## config.mk

```make
export PLATFORM = sky130hd
export DESIGN_NAME = bytemem_top
export DESIGN_NICKNAME = d
export VERILOG_FILES = /design/src/rtl/bytemem_pkg.sv /design/src/rtl/bytemem_lane_dec.sv /design/src/rtl/bytemem_lane_ram.sv /design/src/rtl/bytemem_top.sv
export SDC_FILE = /design/constraint.sdc
export NUM_CORES = 1
export LEC_CHECK = 0
export ABC_CLOCK_PERIOD_IN_PS = 2000
export BUFFER_PORTS_ARGS = -buffer_cell sky130_fd_sc_hd__clkbuf_2
export CORE_ASPECT_RATIO = 0.7
export CORE_MARGIN = 3
export CORE_UTILIZATION = 49
export CTS_CLUSTER_SIZE = 24
export DETAILED_ROUTE_END_ITERATION = 10
export PLACE_DENSITY = 0.65
export SLEW_MARGIN = 20
export SYNTH_ARGS = -nofsm -noshare
export SYNTH_HDL_FRONTEND = slang
export SYNTH_SLANG_ARGS = --single-unit
```

## constraint.sdc

```tcl
create_clock -name clk -period 2 [get_ports clk]
set_input_delay 0.4 -clock clk [delete_from_list [all_inputs] [get_ports clk]]
set_output_delay 0.4 -clock clk [all_outputs]
set_load 0.02 [all_outputs]
```

## src/rtl/bytemem_pkg.sv

```systemverilog
package bytemem_pkg;

  typedef enum logic [1:0] {
    MC_READ = 2'b00,
    MC_BYTE = 2'b01,
    MC_HALF = 2'b10,
    MC_WORD = 2'b11
  } memctl_e;

  localparam int unsigned LANE_W = 8;

endpackage

```

## src/rtl/bytemem_lane_dec.sv

```systemverilog
// Turns the access code and lane-select bits into per-lane write enables,
// and steers the write value onto each lane without a barrel shifter.
module bytemem_lane_dec
  import bytemem_pkg::*;
#(
  parameter int unsigned DATA_W = 32,
  localparam int unsigned LANES  = DATA_W / LANE_W,
  localparam int unsigned LSEL_W = $clog2(LANES)
) (
  input  logic                clk,
  input  logic                rst,
  input  memctl_e             ctl,
  input  logic [LSEL_W-1:0]   lane_sel,
  input  logic [DATA_W-1:0]   wdata,
  output logic [LANES-1:0]    lane_we,
  output logic [DATA_W-1:0]   lane_data
);

  for (genvar l = 0; l < LANES; l++) begin : g_lane
    localparam logic [LSEL_W-1:0] LIDX = LSEL_W'(l);
    logic byte_hit;
    logic half_hit;

    assign byte_hit = (lane_sel == LIDX);
    assign half_hit = (lane_sel[LSEL_W-1:1] == LIDX[LSEL_W-1:1]);

    always_comb begin
      unique case (ctl)
        MC_BYTE: lane_we[l] = byte_hit;
        MC_HALF: lane_we[l] = half_hit;
        MC_WORD: lane_we[l] = 1'b1;
        default: lane_we[l] = 1'b0;
      endcase
    end

    always_comb begin
      unique case (ctl)
        MC_BYTE: lane_data[l*LANE_W +: LANE_W] = wdata[LANE_W-1:0];
        MC_HALF: lane_data[l*LANE_W +: LANE_W] = wdata[(l % 2)*LANE_W +: LANE_W];
        default: lane_data[l*LANE_W +: LANE_W] = wdata[l*LANE_W +: LANE_W];
      endcase
    end
  end

  // a read drives no lane enable
  a_r1_read_no_lanes : assert property (@(posedge clk) disable iff (rst)
    (ctl == MC_READ) |-> (lane_we == '0));

  // a byte write enables exactly the selected lane
  a_r2_byte_single_lane : assert property (@(posedge clk) disable iff (rst)
    (ctl == MC_BYTE) |-> ($countones(lane_we) == 1 && lane_we[lane_sel]));

  // a halfword write enables two lanes of the selected half
  a_r3_half_pair : assert property (@(posedge clk) disable iff (rst)
    (ctl == MC_HALF) |-> ($countones(lane_we) == 2 && lane_we[lane_sel]));

  // a word write enables every lane
  a_r4_word_all_lanes : assert property (@(posedge clk) disable iff (rst)
    (ctl == MC_WORD) |-> (&lane_we));

endmodule

```

## src/rtl/bytemem_lane_ram.sv

```systemverilog
// One byte-wide storage lane: synchronous write, asynchronous read.
module bytemem_lane_ram #(
  parameter int unsigned DEPTH = 16,
  parameter int unsigned WIDTH = 8,
  localparam int unsigned IDX_W = (DEPTH > 1) ? $clog2(DEPTH) : 1
) (
  input  logic             clk,
  input  logic             we,
  input  logic [IDX_W-1:0] idx,
  input  logic [WIDTH-1:0] wbyte,
  output logic [WIDTH-1:0] rbyte
);

  logic [WIDTH-1:0] store [DEPTH];

  always_ff @(posedge clk) begin
    if (we) begin
      store[idx] <= wbyte;
    end
  end

  assign rbyte = store[idx];

endmodule

```

## src/rtl/bytemem_top.sv

```systemverilog
module bytemem_top
  import bytemem_pkg::*;
#(
  parameter int unsigned ADDR_W = 32,
  parameter int unsigned DATA_W = 32,
  parameter int unsigned DEPTH  = 16
) (
  input  logic              clk,
  input  logic              rst,
  input  logic [1:0]        mem_ctl,
  input  logic [ADDR_W-1:0] addr,
  input  logic [DATA_W-1:0] wdata,
  output logic [DATA_W-1:0] rdata
);

  localparam int unsigned LANES  = DATA_W / LANE_W;
  localparam int unsigned LSEL_W = $clog2(LANES);
  localparam int unsigned IDX_W  = (DEPTH > 1) ? $clog2(DEPTH) : 1;

  memctl_e             ctl;
  logic [IDX_W-1:0]    word_idx;
  logic [LSEL_W-1:0]   lane_sel;
  logic [LANES-1:0]    lane_we;
  logic [LANES-1:0]    lane_we_gated;
  logic [DATA_W-1:0]   lane_data;
  logic                unused_addr_hi;

  assign ctl      = memctl_e'(mem_ctl);
  assign lane_sel = addr[LSEL_W-1:0];
  assign word_idx = addr[LSEL_W +: IDX_W];
  assign unused_addr_hi = ^addr[ADDR_W-1:LSEL_W+IDX_W];

  bytemem_lane_dec #(
    .DATA_W (DATA_W)
  ) u_dec (
    .clk       (clk),
    .rst       (rst),
    .ctl       (ctl),
    .lane_sel  (lane_sel),
    .wdata     (wdata),
    .lane_we   (lane_we),
    .lane_data (lane_data)
  );

  // reset holds every lane closed
  assign lane_we_gated = rst ? '0 : lane_we;

  for (genvar l = 0; l < LANES; l++) begin : g_ram
    bytemem_lane_ram #(
      .DEPTH (DEPTH),
      .WIDTH (LANE_W)
    ) u_ram (
      .clk   (clk),
      .we    (lane_we_gated[l]),
      .idx   (word_idx),
      .wbyte (lane_data[l*LANE_W +: LANE_W]),
      .rbyte (rdata[l*LANE_W +: LANE_W])
    );
  end

  // a read at an unchanged address leaves the returned word unchanged
  a_r1_read_keeps_word : assert property (@(posedge clk) disable iff (rst)
    (ctl == MC_READ) |=> (!$stable(addr) || $stable(rdata)));

  // a full-word write is seen whole on the next cycle at that address
  a_r6_word_visible : assert property (@(posedge clk) disable iff (rst)
    (!rst && ctl == MC_WORD) |=> (!$stable(addr) || rdata == $past(wdata)));

  // a byte write at lane 0 leaves the three upper bytes unchanged
  a_r5_byte0_keeps_upper : assert property (@(posedge clk) disable iff (rst)
    (!rst && ctl == MC_BYTE && lane_sel == '0) |=>
      (!$stable(addr) ||
       (rdata[DATA_W-1:LANE_W] == $past(rdata[DATA_W-1:LANE_W]) &&
        rdata[LANE_W-1:0] == $past(wdata[LANE_W-1:0]))));

endmodule

```

==> metrics <==
biggest regs g_ram.u_ram.store (512); EDFF count, synth just over 500; f_max 428.2 MHz; layout cell share with drive strength beyond 1 44.97%; Setup Viol. Count Final 32; grt ovf 0; Area Overhead vs Synth 21.70%; overall power 22.14 mW; ys async rst share 0%; Max clock buf depth 3; post-synthesis register bit count ~500; clock slew at reported path FFs 0.06 ns; clock tree sinks 512; WHS 0.1865 ns; DR vias/cell just under 6; largest net degree at the start of global routing 33; syn_area_per_cell 21.38 µm²; max reg flops roughly 510; vias between 10,000 and 15,000; crit end category output port; slew at the pin closest to its max-slew limit 0.8878 ns; failing checks setup timing; Die Y 175.4 µm; Worst setup SP type register; fin crit period 2.335 ns; unrepaired setup endpoints after global routing true; Yosys top cell by area edfxtp_1; hold path cells 1; # diodes 0; gpl congestion 0.8120; CTS tree yes; Max Cap Viol 0; Final #Nets 1,242; Die ar. 43,520 µm²; drt drc 0; Total Wirelength 45,820 µm; drt first pass iters 5; Num CTS Buffers 47; crit share post-route 116.8%; hold buffer count at cts 0; WP data required 1.60 ns; Cells after Synth 940; top cells by area, synth edfxtp_1, mux4_2, a22oi_1; initial antenna violation count 0; synth unique cells 25; min-delay src wdata[7]; worst IR drop on VDD roughly 0.8 mV; Post-DRT Antenna Nets 0; dpl hpwl 30,220 µm; slew margin rel. approximately two fifths; worst hold endpoint g_ram[0].u_ram.store[12][7]$_DFFE_PP_; WL per Instance 26.36 µm; YS warnings 0; first-pass GRT wire length around 68,000 µm; Min-Delay Path Class input pin to register; FILL cells 2,815; pwr/cell area 905.2 nW/µm²; fin. max-slew vios 0; core box area around 40,000 µm²; Synth top cells by count edfxtp_1, mux4_2, a22oi_1; final worst setup slack -0.3352 ns; leading cell type by number of instances after synthesis edfxtp_1; Setup CP Type register to output port; post-synthesis sequential area ratio 76.51%; Port Buffers between 70 and 80; H-Tree Depth 2; final hold vios 0; initial core utilization 50.15%; IO Count 100; Synth Net Count 1,012; mapped cell area 20,100 µm²; Critical Path Fanout Max 1; Die X 248.1 µm; top_reg_cell synth edfxtp_1; CTS Root Cell clkbuf_16; row count 61; status finished with violations; total track usage about 22%; register name with the most flops g_ram.u_ram.store; share of the synthesized area in the top cell type 76.51%; Lkg Pwr 8.010 nW; 1st-iter DRT viols 904; WP data arrival 1.94 ns; vias in the first global route 10,540
## per-layer routing
layer	track usage [%]	up-vias	wire length (µm)
met5	0	-	0
met4	6.122	0	1225
met3	3.586	83	2474
met2	33.86	295	22140
met1	31.63	5411	19980
li1	-	4401	-
## stage by stage
stage	setup TNS [ns]	area, µm²	util (%)	setup slack, ns	cells
after floorplan	-32.14	20200	-	-0.1358	940
after global placement	-125.35	22550	56.28	-0.3403	1646
after detailed placement	-136.33	22550	56.28	-0.3635	1646
after CTS	-9.572	24280	60.59	-0.3743	1727
after global routing	-10.35	24460	61.04	-0.4095	1738
final	-8.034	24460	61.04	-0.3352	1738
## kinds of logic (layout without fill, tap and decap cells)
logic type | Yosys count | count (layout) | synth area share, %
multiplexers | 144 | 144 | 15.24
AND/OR/NAND/NOR | 100 | 100 | 2.167
buffers and inverters | 63 | 326 | 1.687
flip-flops | 512 | 512 | 76.51
adder cells (fa/ha/maj) | 4 | 4 | 0.2491
AO/OA/AOI/OAI | 117 | 117 | 4.147
## layout make-up
type | instances | area [µm²] | share of cell area [%]
sequential | 512 | 15370 | 62.86
timing repair buffer | 240 | 2292 | 9.372
tap | 535 | 669.4 | 2.737
clock inverter | 24 | 138.9 | 0.5679
inverter | 4 | 15.01 | 0.06139
multi-input combinational | 365 | 4707 | 19.25
clock buffer | 58 | 1260 | 5.152
## how the worst max path moves through the flow
stage	startpoint	endpoint	slack (ns)	cells after the start
after detailed placement	mem_ctl[1]	g_ram[2].u_ram.store[11][0]$_DFFE_PP_	-0.36	10
after global routing	g_ram[3].u_ram.store[11][1]$_DFFE_PP_	rdata[25]	-0.41	5
after global placement	addr[2]	rdata[27]	-0.34	7
final	g_ram[3].u_ram.store[3][6]$_DFFE_PP_	rdata[30]	-0.34	4
after floorplan	mem_ctl[0]	g_ram[0].u_ram.store[10][0]$_DFFE_PP_	-0.14	6
after CTS	g_ram[3].u_ram.store[3][6]$_DFFE_PP_	rdata[30]	-0.37	4
## worst max-delay path, cell delays in order (launching register included)
cell      delay (ns)
edfxtp_1        0.35
mux4_2          0.48
a22oi_2         0.25
nand2_2         0.13
clkbuf_2        0.17
## power by group
part           total [mW]  internal (mW)  leakage [nW]  switching [mW]
combinational        1.84          0.791          2.74            1.04
sequential           12.1           12.0          4.58          0.0206
clock                8.25           4.58         0.681            3.67
total                22.1           17.4          8.01            4.73
## cells in the final DEF, fill, tap and decap left out, types with 3 or more instances in the layout
cell,instances
ha_1,4
clkinv_2,9
buf_2,10
a22oi_2,54
nand3_1,4
clkbuf_2,42
buf_6,5
edfxtp_1,512
clkinv_1,11
inv_1,4
nor2_2,10
mux2_2,16
a21oi_2,7
buf_4,130
clkbuf_8,5
a21oi_1,35
nor2b_1,3
buf_12,35
clkbuf_16,50
clkinvlp_4,3
a22oi_1,18
nand2_2,15
nand2_1,28
mux4_2,128
clkbuf_1,9
nor2_1,31
buf_8,10
## timing repair
item	in CTS	in global routing
pin swaps	48	9
cloned	0	1
endpoints found under the setup margin	32	32
buffers inserted	0	10
gates resized for setup	74	39
Power figures use the tool's default switching activity.
